File: src/rtl/rle_dec_pkg.sv
package rle_dec_pkg;

  // Width of the literal count field in a command byte; sets replay depth.
  localparam int LIT_FIELD_W = 6;
  localparam int CNT_W       = 9;   // holds 1..97

  typedef enum logic [2:0] {
    K_LIT,
    K_END,
    K_SEQ,
    K_DBL,
    K_RUN
  } cmd_kind_e;

  typedef enum logic [2:0] {
    S_IDLE,
    S_CMD,
    S_OP1,
    S_OP2,
    S_FILL,
    S_PREP,
    S_EMIT,
    S_DONE
  } dec_state_e;

  function automatic cmd_kind_e classify(input logic [7:0] c);
    if (c[7:6] == 2'b00)      return K_LIT;
    else if (c == 8'h40)      return K_END;
    else if (c[7:6] == 2'b01) return K_SEQ;
    else if (c[7:5] == 3'b100) return K_DBL;
    else                      return K_RUN;
  endfunction

  // Number of bytes a fill command produces.
  function automatic logic [CNT_W-1:0] fill_count(input logic [7:0] c);
    case (classify(c))
      K_SEQ:   return CNT_W'(c[5:0]) + CNT_W'(1);
      K_DBL:   return CNT_W'(c[4:0]) + CNT_W'(1);
      K_RUN:   return CNT_W'(257) - CNT_W'(c);
      default: return '0;
    endcase
  endfunction

endpackage

File: src/rtl/rle_lit_buf.sv
// Simple dual-port byte store with registered read, suitable for block RAM.
module rle_lit_buf #(
  parameter int DW    = 8,
  parameter int DEPTH = 64,
  localparam int AW_B = $clog2(DEPTH)
) (
  input  logic            clk,
  input  logic            we,
  input  logic [AW_B-1:0] waddr,
  input  logic [DW-1:0]   wdata,
  input  logic [AW_B-1:0] raddr,
  output logic [DW-1:0]   rdata
);

  logic [DW-1:0] mem [DEPTH];

  always_ff @(posedge clk) begin
    if (we) mem[waddr] <= wdata;
    rdata <= mem[raddr];
  end

endmodule

File: src/rtl/rle_out_reg.sv
// Registered output slot with the destination address counter.
module rle_out_reg #(
  parameter int DW = 8,
  parameter int AW = 16
) (
  input  logic          clk,
  input  logic          rst,
  input  logic          start,
  input  logic [AW-1:0] base_addr,
  input  logic          push,
  input  logic [DW-1:0] push_data,
  output logic          can_push,
  output logic [DW-1:0] out_data,
  output logic [AW-1:0] out_addr,
  output logic          out_valid,
  input  logic          out_ready
);

  logic [AW-1:0] next_addr_q;

  assign can_push = !out_valid || out_ready;

  always_ff @(posedge clk) begin
    if (rst) begin
      out_valid   <= 1'b0;
      out_data    <= '0;
      out_addr    <= '0;
      next_addr_q <= '0;
    end else begin
      if (start) next_addr_q <= base_addr;
      if (push) begin
        out_valid   <= 1'b1;
        out_data    <= push_data;
        out_addr    <= next_addr_q;
        next_addr_q <= next_addr_q + AW'(1);
      end else if (out_ready) begin
        out_valid <= 1'b0;
      end
    end
  end

endmodule

File: src/rtl/rle_ctrl.sv
// Command parser, operand capture, count generation and literal replay.
module rle_ctrl
  import rle_dec_pkg::*;
#(
  parameter int DW        = 8,
  parameter int LIT_DEPTH = 1 << LIT_FIELD_W,
  localparam int LA       = $clog2(LIT_DEPTH)
) (
  input  logic          clk,
  input  logic          rst,
  input  logic          start,
  input  logic [DW-1:0] in_data,
  input  logic          in_valid,
  output logic          in_ready,
  output logic          buf_we,
  output logic [LA-1:0] buf_waddr,
  output logic [DW-1:0] buf_wdata,
  output logic [LA-1:0] buf_raddr,
  input  logic [DW-1:0] buf_rdata,
  input  logic          can_push,
  output logic          push,
  output logic [DW-1:0] push_data,
  output logic          finished
);

  dec_state_e     state_q;
  cmd_kind_e      kind_q;
  logic [LA-1:0]  idx_q;
  logic [LA-1:0]  last_q;
  logic [CNT_W-1:0] rem_q;
  logic [DW-1:0]  val_q;
  logic [DW-1:0]  alt_q;
  logic           in_fire;

  always_comb begin
    in_ready = !start && (state_q == S_CMD || state_q == S_OP1 ||
                          state_q == S_OP2 || state_q == S_FILL);
  end

  assign in_fire   = in_valid && in_ready;
  assign push      = !start && (state_q == S_EMIT) && can_push;
  assign push_data = (kind_q == K_LIT) ? buf_rdata : val_q;
  assign finished  = (state_q == S_DONE);

  assign buf_we    = (state_q == S_FILL) && in_fire;
  assign buf_waddr = idx_q;
  assign buf_wdata = in_data;
  // Read one slot ahead when the current byte leaves, so data is ready next cycle.
  assign buf_raddr = push ? idx_q - LA'(1) : idx_q;

  always_ff @(posedge clk) begin
    if (rst) begin
      state_q <= S_IDLE;
      kind_q  <= K_END;
      idx_q   <= '0;
      last_q  <= '0;
      rem_q   <= '0;
      val_q   <= '0;
      alt_q   <= '0;
    end else if (start) begin
      state_q <= S_CMD;
      idx_q   <= '0;
      rem_q   <= '0;
    end else begin
      unique case (state_q)
        S_CMD: if (in_fire) begin
          kind_q <= classify(in_data);
          rem_q  <= fill_count(in_data);
          unique case (classify(in_data))
            K_LIT: begin
              last_q  <= in_data[LA-1:0];
              idx_q   <= '0;
              state_q <= S_FILL;
            end
            K_END:   state_q <= S_DONE;
            default: state_q <= S_OP1;
          endcase
        end
        S_FILL: if (in_fire) begin
          if (idx_q == last_q) begin
            rem_q   <= CNT_W'(last_q) + CNT_W'(1);
            state_q <= S_PREP;
          end else begin
            idx_q <= idx_q + LA'(1);
          end
        end
        S_PREP: state_q <= S_EMIT;
        S_OP1: if (in_fire) begin
          val_q   <= in_data;
          state_q <= (kind_q == K_DBL) ? S_OP2 : S_EMIT;
        end
        S_OP2: if (in_fire) begin
          alt_q   <= in_data;
          state_q <= S_EMIT;
        end
        S_EMIT: if (push) begin
          rem_q <= rem_q - CNT_W'(1);
          unique case (kind_q)
            K_LIT:   idx_q <= idx_q - LA'(1);
            K_SEQ:   val_q <= val_q + DW'(1);
            K_DBL: begin
              val_q <= alt_q;
              alt_q <= val_q;
            end
            default: ;
          endcase
          if (rem_q == CNT_W'(1)) state_q <= S_CMD;
        end
        default: ;
      endcase
    end
  end

endmodule

File: src/rtl/rle_stream_decoder.sv
module rle_stream_decoder
  import rle_dec_pkg::*;
#(
  parameter int AW        = 16,
  parameter int LIT_DEPTH = 1 << LIT_FIELD_W,
  localparam int DW       = 8,
  localparam int LA       = $clog2(LIT_DEPTH)
) (
  input  logic          clk,
  input  logic          rst,
  input  logic          start,
  input  logic [AW-1:0] base_addr,
  input  logic [DW-1:0] in_data,
  input  logic          in_valid,
  output logic          in_ready,
  output logic [DW-1:0] out_data,
  output logic [AW-1:0] out_addr,
  output logic          out_valid,
  input  logic          out_ready,
  output logic          done
);

  logic          buf_we;
  logic [LA-1:0] buf_waddr;
  logic [DW-1:0] buf_wdata;
  logic [LA-1:0] buf_raddr;
  logic [DW-1:0] buf_rdata;
  logic          can_push;
  logic          push;
  logic [DW-1:0] push_data;
  logic          finished;

  rle_ctrl #(.DW(DW), .LIT_DEPTH(LIT_DEPTH)) u_ctrl (
    .clk       (clk),
    .rst       (rst),
    .start     (start),
    .in_data   (in_data),
    .in_valid  (in_valid),
    .in_ready  (in_ready),
    .buf_we    (buf_we),
    .buf_waddr (buf_waddr),
    .buf_wdata (buf_wdata),
    .buf_raddr (buf_raddr),
    .buf_rdata (buf_rdata),
    .can_push  (can_push),
    .push      (push),
    .push_data (push_data),
    .finished  (finished)
  );

  rle_lit_buf #(.DW(DW), .DEPTH(LIT_DEPTH)) u_buf (
    .clk   (clk),
    .we    (buf_we),
    .waddr (buf_waddr),
    .wdata (buf_wdata),
    .raddr (buf_raddr),
    .rdata (buf_rdata)
  );

  rle_out_reg #(.DW(DW), .AW(AW)) u_out (
    .clk       (clk),
    .rst       (rst),
    .start     (start),
    .base_addr (base_addr),
    .push      (push),
    .push_data (push_data),
    .can_push  (can_push),
    .out_data  (out_data),
    .out_addr  (out_addr),
    .out_valid (out_valid),
    .out_ready (out_ready)
  );

  assign done = finished && !out_valid;

endmodule

File: config.mk
export PLATFORM = sky130hd
export DESIGN_NAME = rle_stream_decoder
export DESIGN_NICKNAME = d
export VERILOG_FILES = /design/src/rtl/rle_dec_pkg.sv /design/src/rtl/rle_lit_buf.sv /design/src/rtl/rle_out_reg.sv /design/src/rtl/rle_ctrl.sv /design/src/rtl/rle_stream_decoder.sv
export SDC_FILE = /design/constraint.sdc
export NUM_CORES = 1
export LEC_CHECK = 0
export BUFFER_PORTS_ARGS = -buffer_cell sky130_fd_sc_hd__buf_2
export CAP_MARGIN = 15
export CORE_MARGIN = 5
export CORE_UTILIZATION = 48
export DETAILED_ROUTE_END_ITERATION = 16
export MAX_ROUTING_LAYER = met4
export PLACE_DENSITY = 0.74
export SYNTH_ARGS = -nofsm -noshare
export SYNTH_HDL_FRONTEND = slang
export SYNTH_SLANG_ARGS = --single-unit
File: constraint.sdc
create_clock -name clk -period 3.5 [get_ports clk]
set_input_delay 0.525 -clock clk [delete_from_list [all_inputs] [get_ports clk]]
set_output_delay 0.525 -clock clk [all_outputs]
set_load 0.1 [all_outputs]
# Word-level counts from Yosys, hierarchy flattened
# Memories as Yosys holds them, arrays and structs flattened. A register that Yosys moved wholly into a read port is not among the register bits.
# Index checks and enable logic that the tools add are counted.
# totals
register_bits	84
in_bits	29
out_inout_bits	27
mem_count	1
elab_cells	138
ram_bits	512
# classes
n_reduce_logical	31
bitwise_logic	1
n_eq_ne	37
muxes	47
add_sub_neg	9
# memory_table
memory	words	width	read_ports	rd_ports_with_merged_regs	write_ports	line_no	source
u_buf.mem	64	8	1	1	1	rle_lit_buf.sv:15	logic [DW-1:0] mem [DEPTH];
# op_table
operator	n
$pmux 9 s3	2
$mux 3	16
$pmux 8 s2	3
$mux 6	7
$mux 8	5
$mux 9	4
$mux 16	2
$eq 3x2->1 const B	6
$eq 3x3->1 const B	6
$pmux 3 s6	1
$pmux 6 s3	1
$add 16x1->16 const B	1
$reduce_and 8->1	2
$ne 3x2->1 const B	5
$reduce_and 5->1	3
$add 6x1->7 const B	2
$ne 2x2->1 const B	6
$ne 2x1->1 const B	5
$eq 9x1->1 const B	1
$ne 3x3->1 const B	3
$sub 9x1->9 const B	1
$sub 9x8->9 const A	1
$add 8x1->8 const B	1
$eq 8x7->1 const B	1
other kinds (22)	40

# Longest topological paths before layout
# depth
ltp_word	15
ltp_mapped	14
ltp_nobuf	9

# Cells and area by module
# A second synthesis with hierarchy kept.
# unflattened
cells_unflattened	1634
area_unflattened_um2	25642.1
# by_module_without_submodules
module	seq_area_each_um2	area_each_um2	instances	cells_per_inst
rle_lit_buf	15534.9	20190.6	1	972
rle_ctrl	860.8	3487.1	1	448
rle_out_reg	820.8	1950.6	1	213
rle_stream_decoder	0.0	13.8	1	1

# Worst setup path after synthesis
# Ideal clock, no wire load.
# synth_path
path_type	register to output
start	register u_ctrl.state_q[1]
end	output port done
path_stages_with_launch	6
arrival_ps	3150
setup_slack_ps	-175
n_path_buf	3
required_ps	2975
cell_sequence	dfxtp_1 > buf_2 > buf_1 > buf_1 > nand2_1 > nor3_1
# synth_between
elab_chain_cells	2
# synth_rtl
item	line_no	source
from (decl)	rle_ctrl.sv:26	dec_state_e state_q;
from (signal assigned)	rle_ctrl.sv:90	state_q <= (kind_q == K_DBL) ? S_OP2 : S_EMIT;
$eq 3x3->1	rle_ctrl.sv:43	assign finished = (state_q == S_DONE);
$logic_and 1x1->1	rle_stream_decoder.sv:74	assign done = finished && !out_valid;
to (decl)	rle_stream_decoder.sv:20	output logic done
# No other way between the ends.

# Final worst setup path
# layout_path
start	register u_ctrl.state_q[1]
end	register u_buf.rdata[7], read port of u_buf.mem
# layout_between
elab_chain_cells	4
# layout_rtl
item	line_no	source
$eq 3x3->1	rle_ctrl.sv:41	assign push = !start && (state_q == S_EMIT) && can_push;
$logic_and 1x1->1 (2 in series)	rle_ctrl.sv:41	
$mux 6	rle_ctrl.sv:49	assign buf_raddr = push ? idx_q - LA'(1) : idx_q;
to (decl)	rle_lit_buf.sv:12	output logic [DW-1:0] rdata
# No other way between the ends.
# A chain may end at the register's enable or synchronous reset.

==> summary.txt <==
Run status
  • Run status: finished clean

Clock network
  • TritonCTS Buffers: 60
  • Clk sink count: 604
  • Number of buffers inserted by hold repair at cts: 0
  • Clock buffer depth: 3
  • Clock tree from TritonCTS: done
  • Clock latency of the later-clocked register in the worst-skew pair: 0.63 ns
  • Root Buffer: sky130_fd_sc_hd__clkbuf_16
  • Post-CTS setup buffer count: 0
  • Clock edge transition at the registers on the reported setup and hold paths: 0.06 ns
  • Resize count post-CTS: 0
  • Level count of the clock H-tree: 2

Min path
  • Class of the worst hold path: primary input to flip-flop
  • Origin of the worst min-delay path: base_addr[0]
  • Worst hold path stage count: 3
  • Hold EP: u_out.next_addr_q[0]

Floorplanning
  • Number of I/O pins: 56
  • Chip width: 247 um
  • Total Die Area: roughly 0.061 mm2
  • Area of the core: 0.0561 mm2
  • Effective utilization at floorplan: roughly half
  • Row cnt: 87
  • Y dimension of the die: 247 um

Global route
  • Overflow left after global routing: 0
  • Global Route Usage Sum: 25.8%
  • Pin count of the biggest net entering global routing: 76
  • Number of global-route vias before repair: 18975
  • Wire length of the first global-routing pass: around 120000 um
  • Number of antenna violations at the first check in global routing: 2

Drt
  • First-pass iteration count of the detailed router: 6
  • Detailed-route wire length per cell: 25.0 um
  • Antenna violation net count after detailed routing: 0
  • Final Routed Wirelength: 77600 um
  • DR iter-0 viols: 2422
  • DRC viols: 0
  • Via density: between 6 and 7
  • Via count: 19594

Worst setup path
  • Critical path class: flip-flop to flip-flop
  • Sort of element at the start of the critical path: flip-flop
  • Capture point of the worst reg-to-reg path: u_buf.rdata[7]
  • Slack of the worst reg-to-reg path: 0.11 ns
  • Nature of the critical path endpoint: flip-flop
  • R2R depth: 9
  • Data arrival time of the worst path: 3.97 ns
  • Required time worst endpoint: 4.08 ns
  • Worst flop-to-flop path startpoint: u_ctrl.state_q[1]
  • Critical path launch point: u_ctrl.state_q[1]
  • Biggest fanout along the worst timing path: 17

Placed design
  • Cell area after placement: 0.0288 mm2
  • Dpl hpwl: just over 50000 um
  • Final RePlAce weighted congestion: 1.03
  • Number of port buffers: between 50 and 60

Yosys
  • Post-synth top area share: 57.0%
  • Synth cell types: 81
  • Post-synthesis sequential area ratio: 63.8%
  • Post-synth ARST share: 0%
  • Leading cell types by count after synthesis: 512 x sky130_fd_sc_hd__edfxtp_1, 210 x sky130_fd_sc_hd__nand2_1, 169 x sky130_fd_sc_hd__nor2_1
  • #FFs+latches synth: 604
  • Syn Area/Cell: 12.3 um2
  • Number of synthesized flops with an enable pin: 512
  • Post-synth top area cell: sky130_fd_sc_hd__edfxtp_1
  • Cell area after synthesis: 0.0270 mm2
  • Most used standard cell by instance count after synthesis: sky130_fd_sc_hd__edfxtp_1
  • Net Count, Synth: 2242
  • Number of cells produced by synthesis: 2202
  • Yosys synthesis warning count: 0
  • Most used DFF post-synth: sky130_fd_sc_hd__edfxtp_1
  • Leading cell types by total area after synthesis: sky130_fd_sc_hd__edfxtp_1 57%, sky130_fd_sc_hd__dfxtp_1 6.8%, sky130_fd_sc_hd__mux2i_1 3.5%

Power and ir drop
  • P_leak: 10.6 nW
  • Worst vdd rail ir drop: 0.000452 V
  • Pwr per Cell Area: 482 mW/mm2

Final layout
  • Ratio of cells with drive above 1 in the final layout: 15.0%
  • Final Instance Area: 0.0308 mm2
  • Area grow syn2layout: 14.2%
  • Count of filler cells inserted in the layout: 4535
  • Final #Nets: 2339

STA
  • Max Transition Viols Final: 0
  • RSZ-0062 raised after global routing: false
  • Setup skew after layout: approximately 0.013 ns
  • Setup TNS: 0 ns
  • Transition time at the pin with the least slew margin: about 0.92 ns
  • Number of hold-slack violations in the final timing report: 0
  • Setup violators final: 0
  • Achievable clock frequency: 0.295 GHz
  • Portion of the clock cycle consumed by the worst path in the final layout: 97.0%
  • Min Clock Period, post-route: 3.39 ns
  • Slew headroom: 38.2%

Run
  • Number of maximum-capacitance constraint violations: 0
-- area by class of cell --
cell class | instances | area (um2) | area share (%)
Tap cell | 756 | 946 | 3.07
Multi-Input combinational cell | 1405 | 9010 | 29.2
Antenna cell | 1 | 2.50 | 0.00812
Sequential cell | 604 | 17200 | 55.9
Clock buffer | 66 | 1560 | 5.05
Clock inverter | 47 | 504 | 1.64
Inverter | 25 | 93.8 | 0.304
Timing Repair Buffer | 203 | 1490 | 4.82
-- critical path: stages (launching register included) --
cell,delay [ns]
sky130_fd_sc_hd__dfxtp_1,0.53
sky130_fd_sc_hd__and4bb_4,0.36
sky130_fd_sc_hd__a21oi_4,0.14
sky130_fd_sc_hd__nor2_8,0.35
sky130_fd_sc_hd__buf_4,0.37
sky130_fd_sc_hd__mux2i_1,0.18
sky130_fd_sc_hd__a221o_1,0.39
sky130_fd_sc_hd__o311ai_0,0.60
sky130_fd_sc_hd__buf_4,0.22
sky130_fd_sc_hd__and4_1,0.17
-- cells in the final DEF, fill, tap and decap left out, types with 40 or more instances in the layout --
cell,n
sky130_fd_sc_hd__a21oi_1,114
sky130_fd_sc_hd__dfxtp_1,91
sky130_fd_sc_hd__o21ai_0,119
sky130_fd_sc_hd__buf_2,55
sky130_fd_sc_hd__a22oi_1,40
sky130_fd_sc_hd__buf_4,140
sky130_fd_sc_hd__edfxtp_1,512
sky130_fd_sc_hd__nor2_1,168
sky130_fd_sc_hd__nand3_1,150
sky130_fd_sc_hd__nand2_1,210
sky130_fd_sc_hd__a211oi_1,55
sky130_fd_sc_hd__nand2b_1,72
sky130_fd_sc_hd__clkbuf_16,61
sky130_fd_sc_hd__mux2i_1,95
-- report_power, final --
part / switching [mW] / internal (mW)
sequential: 0.0188 / 7.80
combinational: 0.238 / 0.0688
clock: 2.80 / 3.94
-- how the worst max path moves through the flow --
stage                endpoint  slack (ns)
6_report       u_buf.rdata[7]        0.11
5_1_grt        u_buf.rdata[7]        0.04
4_1_cts        u_buf.rdata[7]        0.18
3_5_place_dp   u_buf.rdata[7]       0.009
3_3_place_gp   u_buf.rdata[7]        0.03
2_1_floorplan  u_buf.rdata[3]        0.49
-- cells by family (layout without fill, tap and decap cells) --
group	count (synthesis)	in the layout	synth area share [%]
AO/OA/AOI/OAI	525	525	13.1
XOR/XNOR	28	28	0.978
adder cells (fa/ha/maj)	11	11	0.510
buffers and inverters	193	341	3.11
flip-flops	604	604	63.8
multiplexers	127	127	5.86
other	0	1	0
AND/OR/NAND/NOR	714	714	12.7
-- metrics by stage --
stage	total power [mW]	instances	util [%]	worst slack, ns	hold WS (ns)
2_1_floorplan	8.09	2202	-	0.491	0.445
3_3_place_gp	8.27	2993	51.3	0.0299	0.438
3_5_place_dp	8.28	2993	51.3	0.00910	0.447
4_1_cts	14.9	3106	55.0	0.180	0.129
5_1_grt	15.3	3106	55.0	0.0419	0.161
6_report	14.9	3107	55.0	0.106	0.142
-- layer usage --
layer | routed length [um] | share of wire [%] | GRT usage [%] | vias to the layer above
met5 | 0 | 0 | - | -
met4 | 2840 | 3.7 | 8.65 | 0
met3 | 8550 | 11 | 5.91 | 210
met2 | 35800 | 46 | 40.0 | 1173
met1 | 30400 | 39 | 33.9 | 9612
li1 | - | - | - | 8599
-- state kept, by name (all words and copies together) (netlist names) --
| name | cells |
|---|---|
| u_buf.mem | 512 |
| u_buf.rdata | 8 |
| u_ctrl.alt_q | 8 |
| u_ctrl.buf_waddr | 6 |
| u_ctrl.kind_q | 3 |
| u_ctrl.last_q | 6 |
| u_ctrl.rem_q | 9 |
| u_ctrl.state_q | 3 |
| u_ctrl.val_q | 8 |
| u_out.next_addr_q | 16 |
| u_out.out_addr | 16 |
| u_out.out_data | 8 |
| u_out.out_valid | 1 |
Note: power is estimated with default switching activity, not from simulation.
